## src/rtl/sdt_pkg.sv

```systemverilog
// Package: shared register offsets, field positions and state type for
// the SD receive/tuning block. Offsets and bit positions are behavioural:
// software and the bench decode them.
package sdt_pkg;
    // register byte offsets
    localparam logic [7:0] OFS_BLK   = 8'h04;
    localparam logic [7:0] OFS_BCNT  = 8'h06;
    localparam logic [7:0] OFS_XMODE = 8'h0C;
    localparam logic [7:0] OFS_PRES  = 8'h24;
    localparam logic [7:0] OFS_STS   = 8'h30;
    localparam logic [7:0] OFS_SIGEN = 8'h38;
    localparam logic [7:0] OFS_AC12  = 8'h3C;
    localparam logic [7:0] OFS_HC2   = 8'h3E;

    // second host control register fields
    localparam int HC2_EXEC_BIT   = 6;
    localparam int HC2_CLKSEL_BIT = 7;
    localparam logic [15:0] HC2_WMASK = 16'hC0FF;

    // transfer mode bits
    localparam int XM_CNTEN = 1;
    localparam int XM_MULTI = 5;

    // present state bits
    localparam int PS_INHIBIT = 1;
    localparam int PS_DATACT  = 2;
    localparam int PS_RDACT   = 9;
    localparam int PS_AVAIL   = 11;

    // interrupt status bits implemented
    localparam int STS_RDY_BIT = 5;
    localparam logic [15:0] STS_IMPL = 16'h0020;

    typedef enum logic {RX_IDLE, RX_BUSY} rx_state_t;
endpackage

```

## src/rtl/sdt_hc2_reg.sv

```systemverilog
// Module: second host control register.
// Holds the 16-bit register with reserved bits forced to zero. A software
// write is applied first; a tuning-complete pulse in the same cycle then
// clears execute-tuning and sets sampling-clock-select on top of it.
// Assumes: wr_hit is a single-cycle strobe already decoded for this offset.
module sdt_hc2_reg
    import sdt_pkg::*;
(
    input  logic        clk,
    input  logic        rst_n,
    input  logic        wr_hit,
    input  logic [15:0] wr_data,
    input  logic        tune_done,
    output logic [15:0] hc2
);
    logic [15:0] hc2_nxt;

    // next value: write merge, then tuning completion update
    always_comb begin
        hc2_nxt = hc2;
        if (wr_hit) hc2_nxt = wr_data & HC2_WMASK;
        if (tune_done) begin
            hc2_nxt[HC2_EXEC_BIT]   = 1'b0;
            hc2_nxt[HC2_CLKSEL_BIT] = 1'b1;
        end
    end

    // register storage with synchronous reset
    always_ff @(posedge clk) begin
        if (!rst_n) hc2 <= '0;
        else        hc2 <= hc2_nxt;
    end


    tune_bits_chk: assert property (@(posedge clk) disable iff (!rst_n)
        tune_done |=> (hc2[HC2_CLKSEL_BIT] && !hc2[HC2_EXEC_BIT]));


    tune_keep_chk: assert property (@(posedge clk) disable iff (!rst_n)
        (tune_done && !wr_hit) |=> (hc2[5:0] == $past(hc2[5:0]) &&
                                    hc2[15:14] == $past(hc2[15:14])));
endmodule

```

## src/rtl/sdt_block_buf.sv

```systemverilog
// Module: block buffer storage.
// One write port, one asynchronous read port, byte wide. Contents are not
// reset; readers only look at indices written by a completed block.
module sdt_block_buf #(
    parameter int ADDR_W = 6
) (
    input  logic              clk,
    input  logic              we,
    input  logic [ADDR_W-1:0] waddr,
    input  logic [7:0]        wdata,
    input  logic [ADDR_W-1:0] raddr,
    output logic [7:0]        rdata
);
    localparam int DEPTH = 1 << ADDR_W;

    logic [7:0] mem [DEPTH];

    // byte write
    always_ff @(posedge clk) begin
        if (we) mem[waddr] <= wdata;
    end

    // byte read at the current read position
    assign rdata = mem[raddr];
endmodule

```

## src/rtl/sdt_rx_ctrl.sv

```systemverilog
// Module: receive sequencer.
// Accepts a block request, counts card bytes up to the latched length and
// either stores them (normal) or drops them (tuning, decided at request
// time). The cycle after the last byte it issues either rdy_set (normal)
// or tune_done (tuning). It also tracks the data-port read position and
// the busy/available flags behind the present state.
// Assumes: blocked is decoded by the owner of the count registers.
module sdt_rx_ctrl
    import sdt_pkg::*;
#(
    parameter int ADDR_W  = 6,
    parameter int BLKSZ_W = 12
) (
    input  logic               clk,
    input  logic               rst_n,
    input  logic               req,
    input  logic [BLKSZ_W-1:0] blk_size,
    input  logic               blocked,
    input  logic               tune_mode,
    input  logic               card_valid,
    input  logic [7:0]         card_byte,
    input  logic               pop,
    output logic               accept,
    output logic               buf_we,
    output logic [ADDR_W-1:0]  buf_waddr,
    output logic [7:0]         buf_wdata,
    output logic [ADDR_W-1:0]  buf_raddr,
    output logic               tune_done,
    output logic               rdy_set,
    output logic               busy,
    output logic               avail
);
    localparam logic [BLKSZ_W-1:0] ONE = BLKSZ_W'(1);

    rx_state_t          state;
    logic [BLKSZ_W-1:0] cnt, len, rd_idx, rd_len;
    logic               tune_blk, done_q, done_tune_q;

    // request qualification
    assign accept = (state == RX_IDLE) && req && !blocked && (blk_size != '0);

    // buffer write side: only outside tuning
    assign buf_we    = (state == RX_BUSY) && card_valid && !tune_blk;
    assign buf_waddr = cnt[ADDR_W-1:0];
    assign buf_wdata = card_byte;
    assign buf_raddr = rd_idx[ADDR_W-1:0];

    // end-of-block outcome pulses
    assign tune_done = done_q && done_tune_q;
    assign rdy_set   = done_q && !done_tune_q;

    // sequencer, read position and status flags
    always_ff @(posedge clk) begin
        if (!rst_n) begin
            state       <= RX_IDLE;
            cnt         <= '0;
            len         <= '0;
            rd_idx      <= '0;
            rd_len      <= '0;
            tune_blk    <= 1'b0;
            done_q      <= 1'b0;
            done_tune_q <= 1'b0;
            busy        <= 1'b0;
            avail       <= 1'b0;
        end else begin
            done_q <= 1'b0;
            // completion and drain first so a new accept wins on busy
            if (tune_done) busy <= 1'b0;
            if (rdy_set) begin
                avail  <= 1'b1;
                rd_idx <= '0;
                rd_len <= len;
            end else if (avail && pop) begin
                rd_idx <= rd_idx + ONE;
                if (rd_idx == rd_len - ONE) begin
                    avail <= 1'b0;
                    busy  <= 1'b0;
                end
            end
            case (state)
                RX_IDLE: begin
                    if (accept) begin
                        state    <= RX_BUSY;
                        cnt      <= '0;
                        len      <= blk_size;
                        tune_blk <= tune_mode;
                        busy     <= 1'b1;
                    end
                end
                default: begin
                    if (card_valid) begin
                        cnt <= cnt + ONE;
                        if (cnt == len - ONE) begin
                            state       <= RX_IDLE;
                            done_q      <= 1'b1;
                            done_tune_q <= tune_blk;
                        end
                    end
                end
            endcase
        end
    end


    ready_after_done_chk: assert property (@(posedge clk) disable iff (!rst_n)
        $rose(avail) |-> $past(rdy_set));


    tune_no_avail_chk: assert property (@(posedge clk) disable iff (!rst_n)
        (tune_done && !pop) |=> $stable(avail));
endmodule

```

## src/rtl/sd_tune_rx.sv

```systemverilog
// Module: SD host receive path with tuning handshake (top).
// Owns the bus-visible registers (block size, block count, transfer mode,
// interrupt status and enable), the read mux and the registered irq, and
// joins the control register, sequencer and buffer.
// Assumes: 16-bit writes at even offsets, 32-bit reads at word offsets.
module sd_tune_rx
    import sdt_pkg::*;
#(
    parameter int ADDR_W  = 6,
    parameter int BLKSZ_W = 12
) (
    input  logic        clk,
    input  logic        rst_n,
    input  logic        wr_en,
    input  logic [7:0]  wr_addr,
    input  logic [15:0] wr_data,
    input  logic [7:0]  rd_addr,
    output logic [31:0] rd_data,
    input  logic [15:0] acmd12_sts,
    input  logic        blk_req,
    input  logic        card_valid,
    input  logic [7:0]  card_byte,
    input  logic        buf_pop,
    output logic [7:0]  buf_data,
    output logic        irq
);
    localparam int PAD_W = 16 - BLKSZ_W;

    logic [BLKSZ_W-1:0] blksz_q;
    logic [15:0]        bcnt_q, xmode_q, sts_q, sigen_q, sts_nxt, hc2;
    logic [31:0]        pres_w;
    logic               wr_blk, wr_bcnt, wr_xmode, wr_sts, wr_sigen, wr_hc2;
    logic               blocked, accept, tune_done, rdy_set, busy, avail;
    logic               buf_we;
    logic [ADDR_W-1:0]  buf_waddr, buf_raddr;
    logic [7:0]         buf_wdata;

    // write strobe decode
    assign wr_blk   = wr_en && (wr_addr == OFS_BLK);
    assign wr_bcnt  = wr_en && (wr_addr == OFS_BCNT);
    assign wr_xmode = wr_en && (wr_addr == OFS_XMODE);
    assign wr_sts   = wr_en && (wr_addr == OFS_STS);
    assign wr_sigen = wr_en && (wr_addr == OFS_SIGEN);
    assign wr_hc2   = wr_en && (wr_addr == OFS_HC2);

    // zero-count multi-block guard
    assign blocked = xmode_q[XM_MULTI] && xmode_q[XM_CNTEN] && (bcnt_q == '0);

    // present state assembly
    always_comb begin
        pres_w             = '0;
        pres_w[PS_INHIBIT] = busy;
        pres_w[PS_DATACT]  = busy;
        pres_w[PS_RDACT]   = busy;
        pres_w[PS_AVAIL]   = avail;
    end

    // interrupt status next value: write-1-clear, hardware set wins
    always_comb begin
        sts_nxt = sts_q;
        if (wr_sts) sts_nxt = sts_nxt & ~wr_data;
        if (rdy_set) sts_nxt[STS_RDY_BIT] = 1'b1;
        sts_nxt = sts_nxt & STS_IMPL;
    end

    // software-owned registers, block count and irq
    always_ff @(posedge clk) begin
        if (!rst_n) begin
            blksz_q <= '0;
            bcnt_q  <= '0;
            xmode_q <= '0;
            sts_q   <= '0;
            sigen_q <= '0;
            irq     <= 1'b0;
        end else begin
            if (wr_blk)   blksz_q <= wr_data[BLKSZ_W-1:0];
            if (wr_xmode) xmode_q <= wr_data;
            if (wr_sigen) sigen_q <= wr_data;
            if (wr_bcnt) bcnt_q <= wr_data;
            else if (accept && xmode_q[XM_CNTEN] && bcnt_q != '0)
                bcnt_q <= bcnt_q - 16'd1;
            sts_q <= sts_nxt;
            irq   <= |(sts_q & sigen_q);
        end
    end

    // 32-bit read mux
    always_comb begin
        case (rd_addr)
            OFS_BLK:   rd_data = {bcnt_q, {PAD_W{1'b0}}, blksz_q};
            OFS_XMODE: rd_data = {16'h0, xmode_q};
            OFS_PRES:  rd_data = pres_w;
            OFS_STS:   rd_data = {16'h0, sts_q};
            OFS_SIGEN: rd_data = {16'h0, sigen_q};
            OFS_AC12:  rd_data = {hc2, acmd12_sts};
            default:   rd_data = '0;
        endcase
    end

    sdt_hc2_reg u_hc2 (
        .clk       (clk),
        .rst_n     (rst_n),
        .wr_hit    (wr_hc2),
        .wr_data   (wr_data),
        .tune_done (tune_done),
        .hc2       (hc2)
    );

    sdt_rx_ctrl #(.ADDR_W(ADDR_W), .BLKSZ_W(BLKSZ_W)) u_rx (
        .clk        (clk),
        .rst_n      (rst_n),
        .req        (blk_req),
        .blk_size   (blksz_q),
        .blocked    (blocked),
        .tune_mode  (hc2[HC2_EXEC_BIT]),
        .card_valid (card_valid),
        .card_byte  (card_byte),
        .pop        (buf_pop),
        .accept     (accept),
        .buf_we     (buf_we),
        .buf_waddr  (buf_waddr),
        .buf_wdata  (buf_wdata),
        .buf_raddr  (buf_raddr),
        .tune_done  (tune_done),
        .rdy_set    (rdy_set),
        .busy       (busy),
        .avail      (avail)
    );

    sdt_block_buf #(.ADDR_W(ADDR_W)) u_buf (
        .clk   (clk),
        .we    (buf_we),
        .waddr (buf_waddr),
        .wdata (buf_wdata),
        .raddr (buf_raddr),
        .rdata (buf_data)
    );


    tune_release_chk: assert property (@(posedge clk) disable iff (!rst_n)
        (tune_done && !accept) |=>
            (!pres_w[PS_INHIBIT] && !pres_w[PS_DATACT] && !pres_w[PS_RDACT]));


    zero_count_block_chk: assert property (@(posedge clk) disable iff (!rst_n)
        (blk_req && blocked && !busy) |=> !busy);


    count_dec_chk: assert property (@(posedge clk) disable iff (!rst_n)
        (accept && xmode_q[XM_CNTEN] && bcnt_q != '0 && !wr_bcnt) |=>
            (bcnt_q == $past(bcnt_q) - 16'd1));
endmodule

```

## config.mk

```make
export PLATFORM = sky130hd
export DESIGN_NAME = sd_tune_rx
export DESIGN_NICKNAME = d
export VERILOG_FILES = /design/src/rtl/sdt_pkg.sv /design/src/rtl/sdt_hc2_reg.sv /design/src/rtl/sdt_block_buf.sv /design/src/rtl/sdt_rx_ctrl.sv /design/src/rtl/sd_tune_rx.sv
export SDC_FILE = /design/constraint.sdc
export NUM_CORES = 1
export LEC_CHECK = 0
export BUFFER_PORTS_ARGS = -buffer_cell sky130_fd_sc_hd__buf_2
export CORE_MARGIN = 2
export CORE_UTILIZATION = 31
export DETAILED_ROUTE_END_ITERATION = 8
export SYNTH_ARGS = -nofsm -noshare
export SYNTH_HDL_FRONTEND = slang
export SYNTH_SLANG_ARGS = --single-unit
```

## constraint.sdc

```tcl
create_clock -name clk -period 2.84 [get_ports clk]
set_clock_uncertainty 0.2 [all_clocks]
set_input_delay 0.284 -clock clk [delete_from_list [all_inputs] [get_ports clk]]
set_output_delay 0.284 -clock clk [all_outputs]
set_load 0.1 [all_outputs]
```

### Word-level counts from Yosys, hierarchy flattened

Memories as Yosys holds them, arrays and structs flattened. A register that Yosys moved wholly into a read port is not among the register bits.
Index checks and enable logic that the tools add are counted.

* memories kept: 1
* bits in writable memories: 512
* output and inout port bits: 41
* bits in registers: 126

Memory list
* u_buf.mem: depth 64, width 8, rd ports 1, clocked after memory_dff 1, wr ports 1, RTL line sdt_block_buf.sv:16 `logic [7:0] mem [DEPTH];`

* multiplexer cells: 28
* $add $sub $neg: 5
* bitwise logic cells: 5
* reductions and logical operators: 38
* equal/unequal tests: 15

Operator list (number)
* 32-bit one-hot mux with 6 select lines: 1
* 8-bit by 6-bit equality test with 1-bit output, second input constant: 7
* 12-bit 2-to-1 mux: 3
* 16-bit 2-to-1 mux: 2
* 12-bit by 1-bit adder with 12-bit output, second input constant: 2
* 12-bit equality test: 2
* 8-bit by 3-bit equality test with 1-bit output, second input constant: 3
* 12-bit by 1-bit subtractor with 12-bit output, second input constant: 2
* 1-bit logical AND: 18
* 6-bit 2-to-1 mux: 3
* 1-bit 2-to-1 mux: 17
* 6-bit by 16-bit bitwise AND with 16-bit output: 1
* 8-bit by 4-bit equality test with 1-bit output, second input constant: 2
* 16-bit logical NOT: 1
* 16-bit nonzero test: 1
* 16-bit OR reduction: 1
* 16-bit by 1-bit subtractor with 16-bit output, second input constant: 1
* 12-bit nonzero test: 1
* 2-bit nonzero test: 6
* 8-bit 2-to-1 mux: 1
* 6-bit bitwise AND: 1
* 6-bit NOT: 1
* 2-bit AND reduction: 3
* 3-bit AND reduction: 2
* 5 further kinds: 9

### Logic depth before layout (Yosys ltp)

* word-level depth: 9
* gate-level depth with buffers: 10

### Modules after synthesis

From an unflattened synthesis, not the netlist that was laid out.

* cells, all modules: 1734
* area total of the unflattened synthesis: 27009.7 µm²

Modules (own cells, without submodules)
* sdt_block_buf: area an instance 20006.7 µm², cells an instance 932, seq. area each 15374.7 µm², instances 1
* sd_tune_rx: area an instance 3415.8 µm², cells an instance 377, seq. area each 1241.2 µm², instances 1
* sdt_rx_ctrl: area an instance 3156.8 µm², cells an instance 387, seq. area each 1081.0 µm², instances 1
* sdt_hc2_reg: area an instance 430.4 µm², cells an instance 38, seq. area each 200.2 µm², instances 1

### Worst setup path before layout

OpenSTA, ideal clock, no wires.

* path type: reg-to-output
* from: register (tool-made name)
* to: output port buf_data[7]
* slack: -0.647 ns
* cell stages (with the launch flop): 7
* data required time: 2.356 ns
* data arrival time: 3.003 ns
* path through: dfxtp_1 clkbuf_1 clkbuf_1 mux4_2 mux4_2 mux2i_1 a21oi_1

RTL lines
* end, declared: RTL line sd_tune_rx.sv:24 `output logic [7:0] buf_data,`

==> run metrics <==
fmax approximately 280 MHz; Final Max Slew Viols 0; clock group share of total power 0.457; largest net degree at the start of global routing 65; critical path required time 2.36 ns; share of cells above drive strength 1 0.311; violated checks negative setup slack; FFs w/ async S/R, synth 0; Clk Latency, worst-skew pair about 0.63 ns; WS Path Type reg2out; Die Y between 200 and 300 microns; Main synth FF type edfxtp_1; fin area about 32,000 sq um; Endpoint, Worst Hold sts_q[5]; core outline area roughly 84,000 sq um; vias per cell ~5.1; Synth-to-Final Area Change 24.2%; final setup vio count 8; FF-to-FF End u_rx.done_tune_q; ANT nets after route 0; Max-slew headroom 0.250; GR Util All Layers 0.150; total CTS buffers just under 70; CP cell instances buf_12 > clkbuf_16 > buf_12 > mux4_2 > mux4_2 > mux2_4 > nand2_1 > o21ai_4 > buf_12; worst r2r path cells 8; post-synthesis sequential area ratio 0.689; GRT overflow 0; Synth Register Bits roughly 640; drt wl/cell approximately 22 microns; max-capacitance violation count 0; startpoint types register; placed cell count roughly 2,800; Sequential Power Share 0.528; final worst slack -0.742 ns; DRC 0; num rows between 100 and 150; dpl cell area about 30,000 sq um; Die X around 290 microns; VDD IR max about 0.40 mV; sw power approximately 4 mW; Largest stage delay, worst path roughly 0.5 ns; WHS Path Cells 4; Port Buffers 102; Cells after Synth around 1,600; WP data arrival ~3.1 ns; min Tclk post-route 3.58 ns; Comb power frac 0.015; PwrDens 593 nW/um^2; Post-Syn Area roughly 26,000 sq um; initial antenna violation count 0; Crit Reg-Reg Startpoint u_rx.len[0]; full die area slightly below 90,000 sq um; clk sinks roughly 640; Worst-path clk slew ~0.060 ns; final worst-path cycle share 1.26; n_diodes 0; total chip power between 15 and 20 mW; CP Depth 9; via count around 15,000; CTS tree built; Synthesized Nets 1,631; first-pass GRT wire length between 90,000 and 100,000 microns; Sw Share 0.207; vias in the first global route 15,600; RSZ-0062 raised after global routing yes; CP Capture Type output pin; Int Power 15.3 mW; Final Hold Vio Count 0; Post-Route WL between 60,000 and 70,000 microns; most frequent CP cell buf_12; number of flops mapped to enable cells by yosys 512; Initial Util 0.313; GPL Wtd Cong 0.797; syn avg cell area 16.7 sq um; clk root buf clkbuf_16; CTS max path bufs 3; slowest CP cell mux4_2; reg-to-reg slack, setup 0.29 ns; CP Max Fanout 5; hold_sp wr_addr[0]; I/O pin count just over 100; Min-Delay Path Class in2reg; DRT iter0 DRCs ~1,200; CP bufs+invs 4; DP HPWL approximately 43,000 microns; yosys warns 0; Detailed Routing Iterations Pass 1 6; synth unique cells 59; status finished, violations left; final cell count without fillers 2,963; H-tree depth 3; CP delay by family, top multiplexers; Worst Tran Pin Value between 1 and 1.5 ns; Leak Pwr 11.0 nW; Nets 1,896
## routing by layer
layer	global-route usage	part of all wire
met2	0.250	0.49
met5	0	0
met4	0.0398	0.022
met3	0.0272	0.050
met1	0.202	0.44
## synth_stat cells (3+ instances only)
cell type | count | area [sq um]
nor2b_1 | 11 | 68.8
a22oi_1 | 3 | 22.5
xnor2_1 | 27 | 236
a211oi_1 | 6 | 45.0
and2_1 | 7 | 43.8
o21ai_0 | 22 | 110
nand4_1 | 10 | 62.6
edfxtp_1 | 512 | 15400
and3_1 | 9 | 56.3
nor3_1 | 13 | 65.1
mux2_2 | 7 | 78.8
buf_2 | 17 | 85.1
nand3_1 | 28 | 140
mux2i_1 | 80 | 801
a31oi_1 | 3 | 18.8
mux4_2 | 160 | 3600
nor4b_1 | 6 | 52.6
or3_1 | 7 | 43.8
or2_2 | 5 | 31.3
xor2_1 | 34 | 298
a21oi_1 | 24 | 120
ha_1 | 5 | 62.6
o311ai_0 | 3 | 26.3
nand4b_1 | 3 | 26.3
dfxtp_1 | 132 | 2640
inv_1 | 15 | 56.3
nor3b_1 | 6 | 45.0
nand3b_1 | 5 | 37.5
a221o_1 | 3 | 30.0
nor4_1 | 14 | 87.6
nand2b_1 | 3 | 18.8
buf_1 | 11 | 41.3
nor2_1 | 186 | 698
nand2_1 | 68 | 255
clkbuf_1 | 53 | 199
a222oi_1 | 11 | 110
a22o_1 | 19 | 166
o21ai_1 | 8 | 40.0
## tightest hold or removal path, stage by stage
cell,delay (ns)
buf_2,0.10
nor4_1,0.07
nand3_1,0.22
a31o_2,0.18
## flip-flops by register name (all words and copies together) (netlist names), 10 cells and up, named ones only
signal,count
bcnt_q,16
blksz_q,12
sigen_q,16
u_buf.mem,512
u_hc2.hc2,10
u_rx.cnt,12
u_rx.len,12
u_rx.rd_idx,12
u_rx.rd_len,12
xmode_q,16
## cell usage in the layout (no fill, tap or decap), types with 6 or more instances in the layout
| cell type | n |
|---|---|
| dlygate4sd3_1 | 21 |
| nand4_1 | 10 |
| inv_1 | 15 |
| nor2_1 | 184 |
| nor2b_1 | 11 |
| nor4b_1 | 6 |
| and2_2 | 6 |
| nand3_1 | 25 |
| clkinv_1 | 12 |
| buf_2 | 62 |
| mux2_4 | 6 |
| nand2_1 | 56 |
| a222oi_1 | 11 |
| xnor2_1 | 27 |
| o21ai_0 | 22 |
| mux4_2 | 160 |
| o21ai_4 | 7 |
| nand2_2 | 10 |
| xor2_1 | 34 |
| nor4_1 | 14 |
| edfxtp_1 | 512 |
| buf_4 | 122 |
| dfxtp_1 | 129 |
| clkbuf_1 | 12 |
| or3_1 | 7 |
| clkbuf_16 | 75 |
| a21oi_1 | 23 |
| buf_12 | 58 |
| and3_1 | 9 |
| clkinv_2 | 13 |
| mux2i_1 | 74 |
| a22o_1 | 15 |
| nor3_1 | 13 |
## metrics by stage
| stage | setup slack [ns] | hold WS (ns) | setup TNS [ns] | utilization |
|---|---|---|---|---|
| 3_3_place_gp | -0.259 | 0.273 | -1.95 | 0.354 |
| 6_report | -0.742 | 0.0872 | -5.71 | 0.389 |
| 5_1_grt | -0.814 | 0.0562 | -6.36 | 0.389 |
| 4_1_cts | -0.791 | 0.0506 | -6.01 | 0.386 |
| 2_1_floorplan | -0.0602 | 0.183 | -0.157 | - |
| 3_5_place_dp | -0.279 | 0.282 | -2.00 | 0.354 |
## power groups by stage
| stage | logic, mW | registers (mW) | clock network, mW |
|---|---|---|---|
| 2_1_floorplan | 0.0516 | 10.4 | 0 |
| 3_3_place_gp | 0.260 | 10.4 | 0 |
| 3_5_place_dp | 0.271 | 10.4 | 0 |
| 4_1_cts | 0.296 | 10.2 | 8.99 |
| 5_1_grt | 0.318 | 10.2 | 9.34 |
| 6_report | 0.291 | 10.2 | 8.80 |
## cells by family (layout without fill, tap and decap cells)
group | count (synthesis) | count (layout) | synth area share
buffers and inverters | 98 | 417 | 0.0152
AO/OA/AOI/OAI | 117 | 117 | 0.0318
multiplexers | 247 | 247 | 0.171
adder cells (fa/ha/maj) | 5 | 5 | 0.00239
AND/OR/NAND/NOR | 392 | 392 | 0.0700
XOR/XNOR | 61 | 61 | 0.0204
flip-flops | 644 | 644 | 0.689
## area by class of cell
| class | instances | area, sq um |
|---|---|---|
| tap | 1080 | 1350 |
| clock inverter | 41 | 373 |
| fill | 7574 | 51100 |
| multi-input combinational | 822 | 7980 |
| clock buffer | 84 | 1840 |
| inverter | 16 | 60.1 |
| timing repair buffer | 276 | 2860 |
| sequential | 644 | 18000 |
## worst max-delay path by stage
stage	start	slack [ns]	end
final	register	-0.74	buf_data[2]
after detailed placement	register	-0.28	buf_data[1]
after global placement	register	-0.26	buf_data[1]
after global routing	register	-0.81	buf_data[6]
after floorplan	register	-0.06	buf_data[5]
after CTS	register	-0.79	buf_data[1]
## what timing repair did
action                                  in CTS  in global routing
hold buffers                                21                  0
setup buffers                                3                  2
hold endpoints to repair                   124                  0
cloned                                       1                  4
pin swaps                                    0                  1
endpoints found under the setup margin       8                  8
gates resized for setup                     45                 24
No activity file was read; power rests on OpenSTA's default activity.
